### config.mk
export PLATFORM = sky130hd
export DESIGN_NAME = dac_boot_seq
export DESIGN_NICKNAME = d
export VERILOG_FILES = /design/src/rtl/dac_boot_pkg.sv /design/src/rtl/dac_boot_timer.sv /design/src/rtl/dac_boot_spi.sv /design/src/rtl/dac_boot_seq.sv
export SDC_FILE = /design/constraint.sdc
export NUM_CORES = 1
export LEC_CHECK = 0
export CORE_MARGIN = 8
export CORE_UTILIZATION = 35
export CTS_BUF_LIST = sky130_fd_sc_hd__clkbuf_8
export DETAILED_ROUTE_END_ITERATION = 7
export PLACE_DENSITY = 0.47
export REMOVE_ABC_BUFFERS = 1
export SLEW_MARGIN = 30
export SYNTH_ARGS = -nofsm -noshare
export SYNTH_HDL_FRONTEND = slang
export SYNTH_SLANG_ARGS = --single-unit
### constraint.sdc
create_clock -name clk -period 4.8 [get_ports clk]
set_input_delay 0.96 -clock clk [delete_from_list [all_inputs] [get_ports clk]]
set_output_delay 0.96 -clock clk [all_outputs]
set_load 0.05 [all_outputs]
### src/rtl/dac_boot_pkg.sv
package dac_boot_pkg;

  localparam int FRAME_W = 32;
  localparam int NOPS    = 14;
  localparam int OP_W    = $clog2(NOPS);

  typedef enum logic [1:0] {PW_NONE, PW_SOFT, PW_PORT} post_e;
  typedef enum logic [1:0] {CK_NONE, CK_ZERO, CK_BIT1} chk_e;

  typedef struct packed {
    logic       rd;
    logic [6:0] addr;
    logic [7:0] data;
    post_e      post;
    chk_e       chk;
    logic [1:0] errc;
  } step_t;

  function automatic step_t mk(input logic rd, input logic [6:0] a, input logic [7:0] d,
                               input post_e p, input chk_e c, input logic [1:0] e);
    step_t s;
    s.rd = rd; s.addr = a; s.data = d; s.post = p; s.chk = c; s.errc = e;
    return s;
  endfunction

  // script order is behaviour: writes first, then the three checks
  function automatic step_t step_at(input logic [OP_W-1:0] i);
    case (i)
      4'd0:    return mk(1'b0, 7'h01, 8'h01, PW_SOFT, CK_NONE, 2'd0);
      4'd1:    return mk(1'b0, 7'h02, 8'h00, PW_NONE, CK_NONE, 2'd0);
      4'd2:    return mk(1'b0, 7'h03, 8'h01, PW_NONE, CK_NONE, 2'd0);
      4'd3:    return mk(1'b0, 7'h04, 8'h03, PW_PORT, CK_NONE, 2'd0);
      4'd4:    return mk(1'b0, 7'h04, 8'h0B, PW_NONE, CK_NONE, 2'd0);
      4'd5:    return mk(1'b0, 7'h05, 8'h00, PW_NONE, CK_NONE, 2'd0);
      4'd6:    return mk(1'b0, 7'h07, 8'h00, PW_NONE, CK_NONE, 2'd0);
      4'd7:    return mk(1'b0, 7'h08, 8'h08, PW_NONE, CK_NONE, 2'd0);
      4'd8:    return mk(1'b0, 7'h18, 8'h00, PW_NONE, CK_NONE, 2'd0);
      4'd9:    return mk(1'b0, 7'h19, 8'h00, PW_NONE, CK_NONE, 2'd0);
      4'd10:   return mk(1'b0, 7'h1E, 8'h00, PW_NONE, CK_NONE, 2'd0);
      4'd11:   return mk(1'b1, 7'h01, 8'h00, PW_NONE, CK_ZERO, 2'd1);
      4'd12:   return mk(1'b1, 7'h02, 8'h00, PW_NONE, CK_BIT1, 2'd2);
      4'd13:   return mk(1'b1, 7'h03, 8'h00, PW_NONE, CK_BIT1, 2'd3);
      default: return mk(1'b0, 7'h00, 8'h00, PW_NONE, CK_NONE, 2'd0);
    endcase
  endfunction

endpackage

### src/rtl/dac_boot_timer.sv
module dac_boot_timer #(
  parameter int TW = 20
) (
  input  logic          clk,
  input  logic          rst_n,
  input  logic          load,
  input  logic [TW-1:0] load_val,
  output logic          zero
);

  logic [TW-1:0] cnt_q, cnt_d;
  logic          cnt_en;

  assign cnt_en = load || (cnt_q != '0);

  always_comb begin
    if (load) cnt_d = load_val;
    else      cnt_d = cnt_q - 1'b1;
  end

  always_ff @(posedge clk or negedge rst_n) begin
    if (!rst_n)      cnt_q <= '0;
    else if (cnt_en) cnt_q <= cnt_d;
  end

  assign zero = (cnt_q == '0);

endmodule

### src/rtl/dac_boot_spi.sv
module dac_boot_spi
  import dac_boot_pkg::*;
#(
  parameter int SCLK_HALF = 4
) (
  input  logic               clk,
  input  logic               rst_n,
  input  logic               go,
  input  logic [FRAME_W-1:0] frame,
  input  logic               miso,
  output logic               sclk,
  output logic               mosi,
  output logic               cs_n,
  output logic               xdone,
  output logic [FRAME_W-1:0] rx_word
);

  localparam int HW = (SCLK_HALF > 1) ? $clog2(SCLK_HALF) : 1;
  localparam logic [HW-1:0] HALF_M1 = HW'(SCLK_HALF - 1);
  localparam int BW = $clog2(FRAME_W);
  localparam logic [BW-1:0] LAST_BIT = BW'(FRAME_W - 1);

  typedef enum logic [1:0] {SP_IDLE, SP_LO, SP_HI} sp_e;

  sp_e                st_q, st_d;
  logic [HW-1:0]      cnt_q, cnt_d;
  logic [BW-1:0]      bit_q, bit_d;
  logic [FRAME_W-1:0] tx_q, tx_d, rx_q, rx_d;
  logic               sclk_q, sclk_d, cs_q, cs_d, done_q, done_d;

  always_comb begin
    st_d = st_q; cnt_d = cnt_q; bit_d = bit_q; tx_d = tx_q; rx_d = rx_q;
    sclk_d = sclk_q; cs_d = cs_q; done_d = 1'b0;
    case (st_q)
      SP_IDLE: if (go) begin
        tx_d = frame; cs_d = 1'b0; cnt_d = '0; bit_d = '0; st_d = SP_LO;
      end
      SP_LO: if (cnt_q == HALF_M1) begin
        cnt_d = '0; sclk_d = 1'b1; rx_d = {rx_q[FRAME_W-2:0], miso}; st_d = SP_HI;
      end else cnt_d = cnt_q + 1'b1;
      SP_HI: if (cnt_q == HALF_M1) begin
        cnt_d = '0; sclk_d = 1'b0;
        if (bit_q == LAST_BIT) begin
          cs_d = 1'b1; done_d = 1'b1; st_d = SP_IDLE;
        end else begin
          bit_d = bit_q + 1'b1; tx_d = {tx_q[FRAME_W-2:0], 1'b0}; st_d = SP_LO;
        end
      end else cnt_d = cnt_q + 1'b1;
      default: st_d = SP_IDLE;
    endcase
  end

  always_ff @(posedge clk or negedge rst_n) begin
    if (!rst_n) begin
      st_q <= SP_IDLE; cnt_q <= '0; bit_q <= '0; tx_q <= '0; rx_q <= '0;
      sclk_q <= 1'b0; cs_q <= 1'b1; done_q <= 1'b0;
    end else begin
      st_q <= st_d; cnt_q <= cnt_d; bit_q <= bit_d; tx_q <= tx_d; rx_q <= rx_d;
      sclk_q <= sclk_d; cs_q <= cs_d; done_q <= done_d;
    end
  end

  assign sclk    = sclk_q;
  assign mosi    = tx_q[FRAME_W-1];
  assign cs_n    = cs_q;
  assign xdone   = done_q;
  assign rx_word = rx_q;

  AST_SCLK_IDLE_LOW: assert property (@(posedge clk) disable iff (!rst_n)
    cs_q |-> !sclk_q);
  AST_MOSI_HELD_HIGH: assert property (@(posedge clk) disable iff (!rst_n)
    sclk_q |-> $stable(tx_q[FRAME_W-1]));

endmodule

### src/rtl/dac_boot_seq.sv
module dac_boot_seq
  import dac_boot_pkg::*;
#(
  parameter int unsigned SCLK_HALF     = 4,
  parameter int unsigned RST_PULSE_CYC = 500,
  parameter int unsigned RST_WAIT_CYC  = 500000,
  parameter int unsigned SOFT_WAIT_CYC = 500000,
  parameter int unsigned PORT_WAIT_CYC = 50000,
  parameter int unsigned GAP_CYC       = 100
) (
  input  logic       clk,
  input  logic       rst_n,
  input  logic       start,
  input  logic       spi_miso,
  output logic       done,
  output logic       error,
  output logic [1:0] err_code,
  output logic       dac_reset,
  output logic       spi_sclk,
  output logic       spi_mosi,
  output logic       spi_cs_n
);

  localparam int unsigned M1   = (RST_PULSE_CYC > RST_WAIT_CYC) ? RST_PULSE_CYC : RST_WAIT_CYC;
  localparam int unsigned M2   = (SOFT_WAIT_CYC > PORT_WAIT_CYC) ? SOFT_WAIT_CYC : PORT_WAIT_CYC;
  localparam int unsigned M3   = (M1 > M2) ? M1 : M2;
  localparam int unsigned MAXT = (M3 > GAP_CYC) ? M3 : GAP_CYC;
  localparam int TW = $clog2(MAXT + 1);
  localparam logic [OP_W-1:0] LAST_OP = OP_W'(NOPS - 1);

  typedef enum logic [2:0] {ST_IDLE, ST_RSTH, ST_RSTW, ST_GAP, ST_XFER, ST_POST, ST_DONE} st_e;

  st_e              st_q, st_d;
  logic [OP_W-1:0]  op_q, op_d;
  logic [1:0]       err_q, err_d;
  logic             rst_q;
  logic             t_load, t_zero, go, xdone, chk_fail;
  logic [TW-1:0]    t_val;
  logic [FRAME_W-1:0] frame, rx_word;
  logic [7:0]       rd_byte;
  step_t            step;

  assign step    = step_at(op_q);
  assign frame   = {step.rd, step.addr, (step.rd ? 8'h00 : step.data), 16'h0000};
  assign rd_byte = rx_word[23:16];

  always_comb begin
    case (step.chk)
      CK_ZERO: chk_fail = (rd_byte != 8'h00);
      CK_BIT1: chk_fail = !rd_byte[1];
      default: chk_fail = 1'b0;
    endcase
  end

  always_comb begin
    st_d = st_q; op_d = op_q; err_d = err_q;
    t_load = 1'b0; t_val = '0; go = 1'b0;
    case (st_q)
      ST_IDLE, ST_DONE: if (start) begin
        st_d = ST_RSTH; op_d = '0; err_d = 2'd0;
        t_load = 1'b1; t_val = TW'(RST_PULSE_CYC - 1);
      end
      ST_RSTH: if (t_zero) begin
        st_d = ST_RSTW; t_load = 1'b1; t_val = TW'(RST_WAIT_CYC - 1);
      end
      ST_RSTW: if (t_zero) begin
        st_d = ST_GAP; t_load = 1'b1; t_val = TW'(GAP_CYC - 1);
      end
      ST_GAP: if (t_zero) begin
        go = 1'b1; st_d = ST_XFER;
      end
      ST_XFER: if (xdone) begin
        if (step.rd && chk_fail) begin
          err_d = step.errc; st_d = ST_DONE;
        end else if (op_q == LAST_OP) begin
          st_d = ST_DONE;
        end else begin
          op_d = op_q + 1'b1; t_load = 1'b1;
          case (step.post)
            PW_SOFT: begin st_d = ST_POST; t_val = TW'(SOFT_WAIT_CYC - 1); end
            PW_PORT: begin st_d = ST_POST; t_val = TW'(PORT_WAIT_CYC - 1); end
            default: begin st_d = ST_GAP;  t_val = TW'(GAP_CYC - 1); end
          endcase
        end
      end
      ST_POST: if (t_zero) begin
        st_d = ST_GAP; t_load = 1'b1; t_val = TW'(GAP_CYC - 1);
      end
      default: st_d = ST_IDLE;
    endcase
  end

  always_ff @(posedge clk or negedge rst_n) begin
    if (!rst_n) begin
      st_q <= ST_IDLE; op_q <= '0; err_q <= 2'd0; rst_q <= 1'b0;
    end else begin
      st_q <= st_d; op_q <= op_d; err_q <= err_d; rst_q <= (st_d == ST_RSTH);
    end
  end

  dac_boot_timer #(.TW(TW)) u_timer (
    .clk(clk), .rst_n(rst_n), .load(t_load), .load_val(t_val), .zero(t_zero)
  );

  dac_boot_spi #(.SCLK_HALF(SCLK_HALF)) u_spi (
    .clk(clk), .rst_n(rst_n), .go(go), .frame(frame), .miso(spi_miso),
    .sclk(spi_sclk), .mosi(spi_mosi), .cs_n(spi_cs_n), .xdone(xdone), .rx_word(rx_word)
  );

  assign done      = (st_q == ST_DONE);
  assign err_code  = err_q;
  assign error     = done && (err_q != 2'd0);
  assign dac_reset = rst_q;

  AST_RESET_QUIET: assert property (@(posedge clk) disable iff (!rst_n)
    dac_reset |-> spi_cs_n);
  AST_FRAME_IN_XFER: assert property (@(posedge clk) disable iff (!rst_n)
    !spi_cs_n |-> (st_q == ST_XFER));
  AST_OP_IN_SCRIPT: assert property (@(posedge clk) disable iff (!rst_n)
    op_q <= LAST_OP);
  AST_ERR_ONLY_DONE: assert property (@(posedge clk) disable iff (!rst_n)
    (err_q != 2'd0) |-> (st_q == ST_DONE));
  AST_BUSY_START_IGNORED: assert property (@(posedge clk) disable iff (!rst_n)
    (start && st_q != ST_IDLE && st_q != ST_DONE && st_q != ST_RSTH) |=> (st_q != ST_RSTH));

endmodule

==> metrics, run 1 <==
per-cell via count in the routed design=roughly 5.2; Post-layout nets=around 460; Max Clk Rate=just over 300 MHz; sequential power share=between 50% and 60%; clock sinks=between 80 and 90; clk_skew=roughly 0.012 ns; final wirelength=about 8.7 mm; switch share=roughly a fifth; clock buffer depth=2; DR iter-0 viols=~160; flop and latch count out of synthesis=81; number of antenna violations at the first check in global routing=0; result of the run=complete, no violations; Core Footprint=roughly 0.012 mm2; data required time at the worst endpoint=5.08 ns; largest cells by area after synthesis=dfrtp_1, mux2_2, ha_1; Critical Setup Path Class=flip-flop to flip-flop; sum of net half-perimeters after detailed placement=6.22 mm; Synthesis Warnings=0; number of H-tree levels=3; portion of synthesized cell area occupied by the leading cell type=approximately 48%; remaining number of nets flagged by the antenna check after routing=0; # diodes=0; clock network fraction of design power=around 44%; Post-synth EDFFs=0; number of max-slew violations in the final report=0; max incr delay on CP=0.52 ns; Min Hold Slack=around 0.5 ns; clock period minus worst slack=approximately 3.2 ns; total gr overflow=0; share of final-layout standard cells stronger than drive strength 1=between 10% and 20%; beginning of the worst register-to-register path=op_q[0]; chip height=roughly 130 um; Rel. slew slack=a little over two fifths; gpl congestion=0.832; clock root buffer=clkbuf_8; most used standard cell by instance count after synthesis=dfrtp_1; per-instance average area after synthesis=a little under 10 um2; Seq. cell area=~0.0020 mm2; via count of the routed design=3,014; wire per inst=approximately 15 um; Port-buffer cells=11; final-report setup violation count=0; Layout area overhead=11.3%; global-route wire length before repair=approximately 15 mm; CP max stage cell=dfrtp_1; sequential share of the synthesized area=just under 50%; Worst Path Max Fanout=17; cell count after synthesis=424; TritonCTS clock tree=yes; Worst Max-Slew Pin Slew=slightly below 0.9 ns; Worst Setup Start Kind=flip-flop; delay-heaviest family, CP=simple AND/OR/NAND/NOR gates; hold-fix buffer count after cts=0; maximum vdd ir drop=approximately 0.00019 V; arrival time reported for the critical path endpoint=~3.5 ns; Hold Path Origin=u_spi.tx_q[30]; Most used DFF post-synth=dfrtp_1; number of detailed-route iterations in the first pass=4; Hold WC Path Type=flip-flop to flip-flop; ys async rst share=100%; buffer count from post-CTS setup fixing=0; clk_lat worst skew=0.37 ns; maximum number of pins on one net before global-route repair=44; crit-path most repeated cell=ha_1; crit path cell chain=ha_1, ha_1, and2_1, inv_1, ha_1, or3_1, nor4_1, o311ai_2, buf_4, o32ai_1, a21oi_1, nor3_1; final count of hold timing violations=0; library cell occupying the most area in the post-synthesis netlist=dfrtp_1; DRC violations left=0; initial standard-cell utilization of the core=between 30% and 40%; Die X=~130 um; TritonCTS buffer count=9; Top-Level Pins=12; unrepaired setup endpoints after global routing=no; Multi-input gate area=~0.0020 mm2; CP bufs+invs=2; critical path launch point=op_q[0]; number of violations of the max-capacitance limit=0; Power Density=around 270 mW/mm2; static leakage power=between 0.002 and 0.0025 uW; clock-pin transition on the worst setup and hold timing paths=around 0.080 ns; NetSw=around 270 uW; via count of the first global-routing pass=roughly 3,100; count of distinct cell types in the synthesized netlist=56; Filler cells=between 1,000 and 1,500; Final TNS setup=0 ns; sort of element at the end of the critical path=flip-flop; Layout Utilization=between 30 and 40%; ranking of synthesized cells by instance count=dfrtp_1, nand2_1, o21ai_0; Total Die Area=0.0158 mm2; global-route usage over all layers=a little under an eighth; fraction of the cycle the final worst path needs=between 60% and 70%; area of the mapped netlist=0.00421 mm2; Placement Rows=40; internal power=between 900 and 1000 uW; post_cts resized=0; combinational power share=about 2.0%
-- worst paths after layout --
check	to	slack [ns]	cells after the start
setup / recovery	u_timer.cnt_q[16]	1.55	12
hold / removal	u_spi.tx_q[30]	0.49	2
setup reg to reg	u_timer.cnt_q[16]	1.55	12
hold reg to reg	u_spi.tx_q[30]	0.49	2
max in group asynchronous	u_spi.rx_word[4]	3.31	2
min in group asynchronous	u_timer.cnt_q[16]	0.55	1
-- flip-flops by register name, summed over array words and instances (netlist names), 2 cells and up --
name,count
u_timer.cnt_q,19
st_q,3
u_spi.cnt_q,2
u_spi.tx_q,16
err_code,2
u_spi.rx_word,24
u_spi.bit_q,5
op_q,4
u_spi.st_q,2
-- cell usage in the layout (no fill, tap or decap), types with 6 or more instances in the layout --
cell,n
clkbuf_8,10
o21ai_0,32
ha_1,20
dfrtp_1,80
nand2b_1,7
mux2_2,24
clkdlybuf4s50_1,10
nor3_1,10
nand2_1,51
nand3_1,12
nor2_1,28
nor2b_1,6
inv_1,19
xor2_1,13
a21oi_1,25
buf_4,6
-- layer usage --
metal  vias to the layer above  wire [um]  global-route usage [%]
li1                       1505          -                       -
met1                      1469       4180                    14.2
met2                        27       4060                    19.4
met3                        13        279                    4.01
met4                         0        152                    5.09
met5                         -          0                       0
-- power groups by stage --
stage / logic [uW] / registers, uW / clock network (uW)
2_1_floorplan: 5.87 / 705 / 0
3_3_place_gp: 26.9 / 705 / 0
3_5_place_dp: 27.0 / 705 / 0
4_1_cts: 27.3 / 691 / 575
5_1_grt: 30.0 / 692 / 596
6_report: 25.3 / 691 / 551
-- worst reg2reg max path, cell delays in order, from the launching register on --
cell and delay (ns):
dfrtp_1 0.52, ha_1 0.27, ha_1 0.21, and2_1 0.16
inv_1 0.05, ha_1 0.19, or3_1 0.36, nor4_1 0.35
o311ai_2 0.12, buf_4 0.22, o32ai_1 0.40, a21oi_1 0.09
nor3_1 0.22
-- metrics by stage --
step	power, uW	std cells	area [um2]	setup WS (ns)
after floorplan	711	404	4130	1.38
after global placement	731	567	4460	1.60
after detailed placement	732	567	4470	1.54
after CTS	1290	582	4690	1.51
after global routing	1320	582	4690	1.24
final	1270	582	4690	1.55
-- cells by family after synthesis --
kind of cell | after synthesis | synth area share, %
xor+xnor | 17 | 3.54
compound gates | 95 | 14.5
simple gates | 145 | 16.9
fa+ha+maj | 20 | 5.95
mux | 28 | 7.37
flops | 81 | 48.2
buf+inv | 38 | 3.54
-- layout make-up --
| cell class | count | area share, % |
|---|---|---|
| Timing Repair Buffer | 16 | 3.10 |
| Sequential cell | 81 | 43.3 |
| Multi-Input combinational cell | 305 | 43.6 |
| Tap cell | 147 | 3.93 |
| Clock inverter | 5 | 1.74 |
| Inverter | 18 | 1.44 |
| Clock buffer | 10 | 2.94 |
No activity file was read; power rests on OpenSTA's default activity.
==> run 2, diff against run 1 <==
--- a/config.mk
+++ b/config.mk
@@ -9,7 +9,7 @@
 export CORE_UTILIZATION = 35
 export CTS_BUF_LIST = sky130_fd_sc_hd__clkbuf_8
 export DETAILED_ROUTE_END_ITERATION = 7
-export PLACE_DENSITY = 0.47
+export PLACE_DENSITY = 0.49
 export REMOVE_ABC_BUFFERS = 1
 export SLEW_MARGIN = 30
 export SYNTH_ARGS = -nofsm -noshare
==> constraint.sdc (replaced) <==
create_clock -name clk -period 2.9 [get_ports clk]
set_input_delay 0.58 -clock clk [delete_from_list [all_inputs] [get_ports clk]]
set_output_delay 0.58 -clock clk [all_outputs]
set_load 0.05 [all_outputs]
==> run 2 against run 1 <==
Sequential share of layout area shrank 2.2 points. Clock power grew 32%. Fmax grew 16%. Clock skew shrank 0.0048 ns. Worst hold slack lost 0.32 ns. Setup slack lost 1.5 ns. Design area grew 5.3%. Clock-buffer cell count shrank 1.
==> metrics, run 2 (same netlist as run 1, synthesis figures left out) <==
clock root buffer=clkbuf_8 (unchanged); Placement Rows=40 (unchanged); chip height=126 um (unchanged); share of final-layout standard cells stronger than drive strength 1=20.4% (was 12.9%); Max Clk Rate=357 MHz (was 308 MHz); total gr overflow=0 (unchanged); clock period minus worst slack=2.80 ns (was 3.25 ns); DR iter-0 viols=137 (was 159); number of H-tree levels=3 (unchanged); Final TNS setup=0 ns (unchanged); initial standard-cell utilization of the core=35.5% (unchanged); Core Footprint=0.0119 mm2 (unchanged); worst reg2reg setup slack=0.10 ns (was 1.55 ns); Port-buffer cells=11 (unchanged); final-report setup violation count=0 (unchanged); sum of net half-perimeters after detailed placement=6.51 mm (was 6.22 mm); maximum vdd ir drop=0.000261 V (was 0.000186 V); most common cell after layout, fill and taps aside=dfrtp_1 (unchanged); via count of the first global-routing pass=3,115 (was 3,105); gpl congestion=0.787 (was 0.832); clock buffer depth=2 (unchanged); number of detailed-route iterations in the first pass=4 (unchanged); count of placed standard cells including taps=591 (was 567); max reg flops=24 (unchanged); final wirelength=9.04 mm (was 8.67 mm); pre-CTS WS=-0.0792 ns (was 1.54 ns); unrepaired setup endpoints after global routing=no (unchanged); result of the run=complete, no violations (unchanged); Worst Path Max Fanout=13 (was 17); remaining number of nets flagged by the antenna check after routing=0 (unchanged); number of antenna violations at the first check in global routing=0 (unchanged); Hold WC Path Type=input pin to asynchronous set/reset pin (was flip-flop to flip-flop); fraction of the cycle the final worst path needs=96.5% (was 67.6%); Layout area overhead=17.2% (was 11.3%); per-cell via count in the routed design=5.12 (was 5.18); global-route usage over all layers=12.2% (was 12.0%); TritonCTS clock tree=yes (unchanged); via count of the routed design=3,131 (was 3,014); Rel. slew slack=48.3% (was 41.8%); top library cells by usage in the layout, fill and taps aside=dfrtp_1, nand2_1, buf_4 (was dfrtp_1, nand2_1, o21ai_0); DRC violations left=0 (unchanged); Worst Setup Start Kind=flip-flop (unchanged); number of violations of the max-capacitance limit=0 (unchanged); overall power consumption=1920 uW (was 1270 uW); arrival time reported for the critical path endpoint=3.09 ns (was 3.52 ns); final cell count without fillers=612 (was 582); clock-pin transition on the worst setup and hold timing paths=0.08 ns (about the same); maximum number of pins on one net before global-route repair=34 (was 44); final count of hold timing violations=0 (unchanged); TritonCTS buffer count=9 (unchanged); Die X=126 um (unchanged); Critical Setup Path Class=flip-flop to flip-flop (unchanged); wire per inst=14.8 um (was 14.9 um); static leakage power=0.00232 uW (was 0.00221 uW); Worst Max-Slew Pin Slew=0.774 ns (was 0.870 ns); global-route wire length before repair=15.6 mm (was 15.2 mm); # diodes=0 (unchanged); clock sinks=81 (unchanged); Layout Utilization=41.6% (was 39.5%); sort of element at the end of the critical path=flip-flop (unchanged); Filler cells=1,192 (was 1,191); Total Die Area=0.0158 mm2 (unchanged); Top-Level Pins=12 (unchanged); data required time at the worst endpoint=3.19 ns (was 5.08 ns); Final WS setup=0.102 ns (was 1.55 ns); Post-layout nets=484 (was 455); Power Density=389 mW/mm2 (was 270 mW/mm2); clk_skew=0.00693 ns (was 0.0117 ns); hold-fix buffer count after cts=0 (unchanged); number of max-slew violations in the final report=0 (unchanged); clk_lat worst skew=0.36 ns (was 0.37 ns)
==> run 2: power breakdown <==
| part | total (uW) | internal (uW) | leakage, uW | switching [uW] |
|---|---|---|---|---|
| registers | 1140 | 1140 | 0.00106 | 8.91 |
| clock network | 729 | 309 | 0.0000845 | 421 |
| logic | 45.0 | 13.7 | 0.00118 | 31.3 |
==> run 2: critical path, stage by stage (launching register included) <==
cell and delay, ns:
dfrtp_1 0.39, inv_1 0.10, ha_1 0.22, or4b_4 0.52, or3_4 0.44, or2_4 0.32, or4_4 0.54, a22o_1 0.19
==> run 2: layout make-up <==
| type | instances | area (um2) | share of cell area [%] |
|---|---|---|---|
| clock buffer | 9 | 124 | 2.51 |
| sequential | 81 | 2030 | 41.1 |
| inverter | 18 | 67.6 | 1.37 |
| clock inverter | 7 | 47.5 | 0.964 |
| timing repair buffer | 45 | 368 | 7.46 |
| tap | 147 | 184 | 3.73 |
| multi-input combinational | 305 | 2110 | 42.9 |
==> run 2: timing repair <==
item                                    in CTS  in global routing
buffers inserted                             0                  5
resized for setup                            5                 12
pin swaps                                    0                  7
endpoints found under the setup margin      10                 24
==> run 2: final timing paths <==
| check | depth (start not counted) | start | end |
|---|---|---|---|
| setup / recovery | 7 | u_timer.cnt_q[0] | u_spi.cs_n |
| hold / removal | 1 | rst_n | err_code[1] |
| setup reg to reg | 7 | u_timer.cnt_q[0] | u_spi.cs_n |
| hold reg to reg | 2 | u_spi.tx_q[23] | u_spi.tx_q[23] |
| max in group asynchronous | 2 | rst_n | u_spi.tx_q[16] |
| min in group clk | 2 | u_spi.tx_q[23] | u_spi.tx_q[23] |
==> run 2: per-layer routing <==
| layer | track usage [%] | share of wire, % |
|---|---|---|
| met4 | 3.87 | 1.3 |
| met2 | 19.7 | 48 |
| met3 | 3.42 | 2.3 |
| met1 | 15.4 | 48 |
| met5 | 0 | 0 |
==> run 2: through the flow <==
stage / hold slack, ns / area [um2]
finish: 0.167 / 4930
global route: 0.176 / 4930
CTS: 0.165 / 4840
detailed placement: 0.471 / 4640
global placement: 0.461 / 4640
floorplan: 0.284 / 4130
==> run 3, diff against run 2 <==
--- a/config.mk
+++ b/config.mk
@@ -8,9 +8,9 @@
 export CORE_MARGIN = 8
 export CORE_UTILIZATION = 35
 export CTS_BUF_LIST = sky130_fd_sc_hd__clkbuf_8
+export CTS_CLUSTER_SIZE = 14
 export DETAILED_ROUTE_END_ITERATION = 7
 export PLACE_DENSITY = 0.49
-export REMOVE_ABC_BUFFERS = 1
 export SLEW_MARGIN = 30
 export SYNTH_ARGS = -nofsm -noshare
 export SYNTH_HDL_FRONTEND = slang
==> run 3 against run 2 <==
Die area unchanged. Critical path type is now flip-flop to output port. Highest routed layer unchanged. Largest cell class unchanged. Final cell count down 1.5%. Clock-buffer cell count unchanged.
==> metrics, run 3 (same netlist as run 1, synthesis figures left out) <==
result of the run=complete, no violations (unchanged); count of placed standard cells including taps=586 (was 591); Rel. slew slack=43.5% (was 48.3%); Layout area overhead=14.9% (was 17.2%); clk_lat worst skew=0.38 ns (was 0.36 ns); gpl congestion=0.792 (was 0.787); TritonCTS buffer count=9 (unchanged); Post-Place Cell Area=0.00461 mm2 (was 0.00464 mm2); data required time at the worst endpoint=2.32 ns (was 3.19 ns); total gr overflow=0 (unchanged); Top-Level Pins=12 (unchanged); most common cell after layout, fill and taps aside=dfrtp_1 (unchanged); global-route usage over all layers=11.9% (was 12.2%); number of H-tree levels=3 (unchanged); Worst Path Max Fanout=3 (was 13); final count of hold timing violations=0 (unchanged); hold-fix buffer count after cts=0 (unchanged); unrepaired setup endpoints after global routing=no (unchanged); max reg flops=24 (unchanged); global-route wire length before repair=15.2 mm (was 15.6 mm); chip height=126 um (unchanged); number of max-slew violations in the final report=0 (unchanged); Final TNS setup=0 ns (unchanged); share of final-layout standard cells stronger than drive strength 1=18.6% (was 20.4%); DRC violations left=0 (unchanged); via count of the first global-routing pass=3,098 (was 3,115); wire per inst=14.6 um (was 14.8 um); Post-layout nets=476 (was 484); number of detailed-route iterations in the first pass=4 (unchanged); via count of the routed design=3,104 (was 3,131); Placement Rows=40 (unchanged); Worst Setup Start Kind=flip-flop (unchanged); maximum number of pins on one net before global-route repair=82 (was 34); per-cell via count in the routed design=5.15 (was 5.12); fraction of the cycle the final worst path needs=93.6% (was 96.5%); # diodes=0 (unchanged); Total Die Area=0.0158 mm2 (unchanged); Hold WC Path Type=input pin to asynchronous set/reset pin (unchanged); Synthesized Nets=about 450; final cell count without fillers=603 (was 612); clock buffer depth=2 (unchanged); sum of net half-perimeters after detailed placement=6.18 mm (was 6.51 mm); initial standard-cell utilization of the core=35.5% (unchanged); clk_skew=0.0126 ns (was 0.00693 ns); Max Clk Rate=368 MHz (was 357 MHz); number of antenna violations at the first check in global routing=0 (unchanged); TritonCTS clock tree=yes (unchanged); Core Footprint=0.0119 mm2 (unchanged); final wirelength=8.78 mm (was 9.04 mm); clock-pin transition on the worst setup and hold timing paths=0.08 ns (about the same); Critical Setup Path Class=flip-flop to output port (was flip-flop to flip-flop); number of violations of the max-capacitance limit=0 (unchanged); maximum vdd ir drop=0.000293 V (was 0.000261 V); Die X=126 um (unchanged); clock root buffer=clkbuf_8 (unchanged); sort of element at the end of the critical path=output port (was flip-flop); static leakage power=0.00227 uW (was 0.00232 uW); Worst Max-Slew Pin Slew=0.844 ns (was 0.774 ns); clock period minus worst slack=2.72 ns (was 2.80 ns); Power Density=395 mW/mm2 (was 389 mW/mm2); DR iter-0 viols=146 (was 137); Port-buffer cells=11 (unchanged); arrival time reported for the critical path endpoint=2.14 ns (was 3.09 ns); cell area after layout=0.00484 mm2 (was 0.00493 mm2); remaining number of nets flagged by the antenna check after routing=0 (unchanged); clock sinks=81 (unchanged); top library cells by usage in the layout, fill and taps aside=dfrtp_1, nand2_1, o21ai_0 (was dfrtp_1, nand2_1, buf_4); final-report setup violation count=0 (unchanged)
run 3: changes by cell type in the layout (fill, tap and decap cells not counted), sizes merged:
cell	delta
buf	-9
clkinv	+1
inv	-2
clkdlybuf4s50	+1
run 3: metal layers:
metal | track usage [%] | share of wire [%] | vias up
met5 | 0 | 0 | -
met4 | 3.30 | 0.75 | 0
met3 | 4.60 | 3.1 | 5
met2 | 18.9 | 48 | 28
met1 | 14.6 | 48 | 1522
li1 | - | - | 1549
run 3: where the power goes:
part | switching, uW | total, uW | internal (uW) | leakage [uW]
clock network | 417 | 725 | 308 | 0.0000777
registers | 8.66 | 1140 | 1140 | 0.00106
logic | 29.8 | 41.2 | 11.5 | 0.00113
run 3: stage by stage:
stage | hold slack (ns) | power, uW | utilization [%] | worst slack [ns]
global route | 0.292 | 2010 | 40.8 | 0.00730
finish | 0.224 | 1910 | 40.8 | 0.184
global placement | 0.465 | 1210 | 38.8 | -0.00970
detailed placement | 0.473 | 1210 | 38.9 | -0.0172
floorplan | 0.284 | 1180 | - | 0.124
CTS | 0.268 | 1960 | 40.3 | 0.0310
run 3: worst paths after layout:
check	slack, ns	start	cells after the start	end
max	0.18	st_q[0]	4	error
min	0.22	rst_n	1	u_timer.cnt_q[3]
max reg2reg	0.19	op_q[0]	12	dac_reset
min reg2reg	0.49	u_spi.tx_q[30]	2	u_spi.tx_q[30]
max in group asynchronous	2.14	rst_n	1	u_timer.cnt_q[6]
min in group clk	0.49	u_spi.tx_q[30]	2	u_spi.tx_q[30]
run 3: layout make-up:
class / instances / area (um2)
clock buffer: 9 / 124
clock inverter: 6 / 45.0
fill: 1199 / 7030
inverter: 18 / 67.6
multi-input combinational: 305 / 2080
sequential: 81 / 2030
tap: 147 / 184
timing repair buffer: 37 / 307
run 3: worst max-delay path: stages (launching register included):
cell,delay [ns]
dfrtp_1,0.38
nor2b_1,0.24
and2_1,0.21
o21a_1,0.12
clkdlybuf4s50_1,0.80
run 3: what timing repair did:
action                     4_1_cts  5_1_grt
pin swaps                        0        5
buffers inserted                 0        2
setup endpoints to repair        1       22
gates resized for setup          1        9
